--- src/rtl/bsr_sig_pkg.sv ---
package bsr_sig_pkg;
    typedef enum logic [1:0] {
        ST_IDLE  = 2'd0,
        ST_SHIFT = 2'd1,
        ST_COMP  = 2'd2,
        ST_UPD   = 2'd3
    } bsr_mode_e;
endpackage

--- src/rtl/bsr_mode_fsm.sv ---
module bsr_mode_fsm
    import bsr_sig_pkg::*;
(
    input  logic      clk,
    input  logic      rst_n,
    input  logic      sig_en,
    input  logic      shift_en,
    input  logic      upd_req,
    output bsr_mode_e mode_d,
    output bsr_mode_e mode_q,
    output logic      core_ld,
    output logic      pin_ld
);
    // transition choice by fixed priority
    always_comb begin
        if (sig_en)        mode_d = ST_COMP;
        else if (shift_en) mode_d = ST_SHIFT;
        else if (upd_req)  mode_d = ST_UPD;
        else               mode_d = ST_IDLE;
    end

    always_ff @(posedge clk or negedge rst_n) begin
        if (!rst_n) mode_q <= ST_IDLE;
        else        mode_q <= mode_d;
    end

    // falling-edge load strobes decoded from the recorded operation
    always_comb begin
        core_ld = 1'b0;
        pin_ld  = 1'b0;
        unique case (mode_q)
            ST_IDLE:  ;
            ST_SHIFT: ;
            ST_COMP:  core_ld = 1'b1;
            ST_UPD: begin
                core_ld = 1'b1;
                pin_ld  = 1'b1;
            end
            default:  ;
        endcase
    end
endmodule

--- src/rtl/bsr_chain.sv ---
module bsr_chain
    import bsr_sig_pkg::*;
#(
    parameter int          W    = 16,
    parameter int          N    = 8,
    parameter logic [W-1:0] POLY = 16'hA011
) (
    input  logic         clk,
    input  logic         rst_n,
    input  bsr_mode_e    mode_d,
    input  logic [N-1:0] pin_in,
    input  logic         scan_in,
    output logic [W-1:0] chain_q
);
    localparam int REP = W / N;

    logic [W-1:0] par_vec;
    logic [W-1:0] lfsr_nx;
    logic [W-1:0] chain_d;

    genvar g;
    generate
        for (g = 0; g < REP; g++) begin : g_rep
            assign par_vec[g*N +: N] = pin_in;
        end
    endgenerate

    always_comb begin
        lfsr_nx = {chain_q[W-2:0], 1'b0};
        if (chain_q[W-1]) lfsr_nx = lfsr_nx ^ POLY;
    end

    always_comb begin
        chain_d = chain_q;
        unique case (mode_d)
            ST_COMP:  chain_d = lfsr_nx ^ par_vec;
            ST_SHIFT: chain_d = {scan_in, chain_q[W-1:1]};
            ST_UPD:   chain_d = chain_q;
            ST_IDLE:  chain_d = chain_q;
            default:  chain_d = chain_q;
        endcase
    end

    always_ff @(posedge clk or negedge rst_n) begin
        if (!rst_n) chain_q <= '0;
        else        chain_q <= chain_d;
    end
endmodule

--- src/rtl/bsr_shadow.sv ---
module bsr_shadow #(
    parameter int W = 8
) (
    input  logic         clk,
    input  logic         rst_n,
    input  logic         ld,
    input  logic [W-1:0] d,
    output logic [W-1:0] q
);
    always_ff @(negedge clk or negedge rst_n) begin
        if (!rst_n)  q <= '0;
        else if (ld) q <= d;
    end
endmodule

--- src/rtl/bsr_sig_compactor.sv ---
module bsr_sig_compactor
    import bsr_sig_pkg::*;
#(
    parameter int           W    = 16,
    parameter int           N    = 8,
    parameter logic [W-1:0] POLY = 16'hA011
) (
    input  logic         clk,
    input  logic         rst_n,
    input  logic         sig_en,
    input  logic         shift_en,
    input  logic         upd_req,
    input  logic [N-1:0] pin_in,
    input  logic         scan_in,
    output logic         scan_out,
    output logic [W-1:0] core_drv,
    output logic [N-1:0] pin_drv
);
    bsr_mode_e    mode_d;
    bsr_mode_e    mode_q;
    logic         core_ld;
    logic         pin_ld;
    logic [W-1:0] chain_q;

    bsr_mode_fsm u_fsm (
        .clk      (clk),
        .rst_n    (rst_n),
        .sig_en   (sig_en),
        .shift_en (shift_en),
        .upd_req  (upd_req),
        .mode_d   (mode_d),
        .mode_q   (mode_q),
        .core_ld  (core_ld),
        .pin_ld   (pin_ld)
    );

    bsr_chain #(.W(W), .N(N), .POLY(POLY)) u_chain (
        .clk     (clk),
        .rst_n   (rst_n),
        .mode_d  (mode_d),
        .pin_in  (pin_in),
        .scan_in (scan_in),
        .chain_q (chain_q)
    );

    bsr_shadow #(.W(W)) u_core_sh (
        .clk   (clk),
        .rst_n (rst_n),
        .ld    (core_ld),
        .d     (chain_q),
        .q     (core_drv)
    );

    bsr_shadow #(.W(N)) u_pin_sh (
        .clk   (clk),
        .rst_n (rst_n),
        .ld    (pin_ld),
        .d     (chain_q[N-1:0]),
        .q     (pin_drv)
    );

    assign scan_out = chain_q[0];
endmodule

--- config.mk ---
export PLATFORM = sky130hd
export DESIGN_NAME = bsr_sig_compactor
export DESIGN_NICKNAME = d
export VERILOG_FILES = /design/src/rtl/bsr_sig_pkg.sv /design/src/rtl/bsr_mode_fsm.sv /design/src/rtl/bsr_chain.sv /design/src/rtl/bsr_shadow.sv /design/src/rtl/bsr_sig_compactor.sv
export SDC_FILE = /design/constraint.sdc
export NUM_CORES = 1
export LEC_CHECK = 0
export ABC_CLOCK_PERIOD_IN_PS = 2800
export BUFFER_PORTS_ARGS = -buffer_cell sky130_fd_sc_hd__buf_2
export CAP_MARGIN = 20
export CORE_MARGIN = 1
export CORE_UTILIZATION = 58
export DETAILED_ROUTE_END_ITERATION = 12
export MAX_ROUTING_LAYER = met4
export PLACE_DENSITY = 0.93
export SYNTH_ARGS = -nofsm -noshare
export SYNTH_HDL_FRONTEND = slang
export SYNTH_SLANG_ARGS = --single-unit
--- constraint.sdc ---
create_clock -name clk -period 2.8 [get_ports clk]
set_input_delay 0.28 -clock clk [delete_from_list [all_inputs] [get_ports clk]]
set_output_delay 0.28 -clock clk [all_outputs]
set_load 0.01 [all_outputs]
==> metrics.md <==
| Metric | Value |
|---|---|
| Status | complete, no violations |
| Worst Min Path Start | sig_en |
| HPWL Detailed | between 2000 and 3000 um |
| Hold depth | 2 |
| CTS resizes | 0 |
| Worst relative slew slack | 0.4320 |
| P per Cell Area | roughly 1100 nW/um2 |
| DIE AREA | 3505 um2 |
| Worst Setup SP | u_fsm.mode_q[1] |
| Tot Pwr | 0.002383 W |
| Placed Cells | between 200 and 250 |
| Final Non-Filler Cells | roughly 230 |
| Num CTS Buffers | 5 |
| Setup TNS Final | 0 ps |
| Final hold vios | 0 |
| #FFs+latches synth | 42 |
| Gr ovfl total | 0 |
| Met1 Usage GRT | 0.2946 |
| Placed cell area | 2133 um2 |
| CTS Sinks | 42 |
| Syn_area_per_cell | 12.91 um2 |
| Crit Path Max Fanout | 8 |
| Die height | 59.21 um |
| M2 GR Usage | 0.3804 |
| CTS tree | yes |
| Grt peak-use layer | met2 |
| Setup Skew | 23.43 ps |
| CP Capture Type | register |
| Combinational power share | 0.354 |
| Ys flop type | dfrtn_1 |
| GR Util met3 | 0.05240 |
| Syn nets | about 160 |
| FILL cells | between 200 and 250 |
| Via/cell ratio | between 5 and 6 |
| Worst setup SP type | register |
| Reg2reg path depth | 2 |
| Initial Util | 0.6167 |
| WP data arrival | between 1000 and 1500 ps |
| Net Switching | between 0.0008 and 0.0009 W |
| Layout cells sized above 1 | 0.4000 |
| Synth cell types | 22 |
| Max-slew violations | 0 |
| Clk pin slew, worst setup/hold paths | about 110 ps |
| Worst min path class | in2reg |
| Nets@finish | around 200 |
| Least-Margin Pin Slew | roughly 850 ps |
| Initial DRC Count | 24 |
| Die extent in x | between 50 and 60 um |
| CTS max path bufs | 2 |
| Top cell type's share of synthesized area | 0.3164 |
| Hold Path Sink | u_fsm.mode_q[0] |
| Via count | roughly 1300 |
| # IOs | 39 |
| Number of routed nets with antenna violations | 0 |
| Initial antenna violation count | 0 |
| WHS | between 100 and 150 ps |
| Clock power frac | 0.158 |
| Routed WL | 3562 um |
| Core Footprint | slightly above 3000 um2 |
| Clk Tree Root Cell | clkbuf_4 |
| Register share of total power | 0.488 |
| Pint | roughly 0.0016 W |
| Synth top area cells | dfrtn_1 32%, dfrtp_1 24%, mux2_2 15%, mux2i_1 6.9%, xor2_1 6.5% |
| Async S/R FF share, synth | 1.000 |
| # port buffers | 38 |
| Synth-to-Final Area Change | 17.01% |
| First-pass GRT wire length | between 5000 and 6000 um |
| Worst R2R End | u_pin_sh.q[5] |
| Setup Buffers After CTS | 0 |
| CTS H-Tree Depth | 2 |
| R2R Path Start | u_fsm.mode_q[1] |
| N_diodes | 0 |
| Commonest cells post-synth | 26 x mux2_2, 24 x dfrtn_1, 18 x dfrtp_1 |
| Vias in the first global route | roughly 1300 |
| R2r setup slk | approximately 180 ps |
| Register area share after synthesis | 0.5537 |
| Worst vdd ir | around 550 uV |
| Leak | around 1.1 nW |
| Cell area after layout | 2221 um2 |
| Count leader, synth | mux2_2 |
| RSZ-0062 raised after global routing | no |
| Post-synth EDFFs | 0 |
| Mapped Cells | between 100 and 150 |
| GP Congestion | 0.7634 |
| CP required | around 1600 ps |
| Mapped cell area | roughly 1900 um2 |
| Row cnt | 20 |
| Residual DRC count | 0 |
| Synth area leader | dfrtn_1 |
| Hold-fix buffers, CTS | 1 |
| Routed len/inst | about 15 um |
| Final setup violation count | 0 |
| Total GRT Usage | 0.2395 |
| Worst-Skew Late Latency | roughly 350 ps |
| Largest net degree at the start of global routing | 32 |
| First-pass DRT Iterations | 4 |
| Synth warnings | 0 |
| Critical path class | reg2reg |
| Sw Share | 0.3436 |
| Max Cap Violations | 0 |
==> cell type report <==
type | count | area (um2) | share of cell area
clock buffer | 5 | 37.54 | 0.01690
clock inverter | 3 | 40.04 | 0.01803
inverter | 2 | 7.507 | 0.003380
multi-input combinational | 95 | 787.0 | 0.3544
sequential | 42 | 1051 | 0.4732
tap | 44 | 55.05 | 0.02479
timing repair buffer | 43 | 242.7 | 0.1093
==> critical path, cell delays in order, from the launching register on <==
cell,delay [ps]
dfrtp_1,410
nand2_1,260
mux2_2,380
==> per-stage QoR <==
stage / worst slack (ps) / util
CTS: 169.3 / 0.7215
global placement: 262.5 / 0.6931
finish: 184.2 / 0.7215
floorplan: 184.4 / -
global route: 132.6 / 0.7215
detailed placement: 205.8 / 0.6931
==> worst max path at each step <==
stage | to | slack [ps] | cells past startpoint
floorplan | u_pin_sh.q[0] | 180 | 3
global placement | u_pin_sh.q[7] | 260 | 2
detailed placement | u_pin_sh.q[7] | 210 | 2
CTS | u_pin_sh.q[5] | 170 | 2
global route | u_pin_sh.q[5] | 130 | 2
finish | u_pin_sh.q[5] | 180 | 2
==> cell usage in the layout, fill, tap and decap left out, drive strengths merged <==
cell type,instances
xor2,14
dfrtp,18
o21ai,15
bufinv,1
inv,2
mux2,26
dfrtn,24
and2b,1
nand2,16
clkbuf,5
nor4bb,1
ha,1
nor2,2
mux2i,13
nor3b,1
nor4,1
dlygate4sd3,1
a21oi,1
nor3,1
buf,42
clkinv,2
xnor3,2
==> layer usage <==
layer	wire (um)	vias up
met3	158	6
li1	-	589
met2	1886	39
met5	0	-
met1	1473	634
met4	44	0
==> state kept, by name, summed over array words and instances, names as in the netlist <==
register         flops
u_pin_sh.q           8
u_chain.chain_q     16
u_fsm.mode_q         2
u_core_sh.q         16
==> power by group through the flow <==
stage | logic, W | clock network (W) | registers, W
after floorplan | 0.000499 | 0 | 0.00120
after global placement | 0.000801 | 0 | 0.00115
after detailed placement | 0.000849 | 0 | 0.00118
after CTS | 0.000854 | 0.000385 | 0.00117
after global routing | 0.000929 | 0.000405 | 0.00121
final | 0.000843 | 0.000377 | 0.00116
==> kinds of logic after synthesis <==
family,share of synthesized area
compound gates,0.04218
xor+xnor,0.08833
fa+ha+maj,0.006591
flops,0.5537
simple gates,0.05472
buf+inv,0.03164
mux,0.2228
No activity file was read; power rests on OpenSTA's default activity.
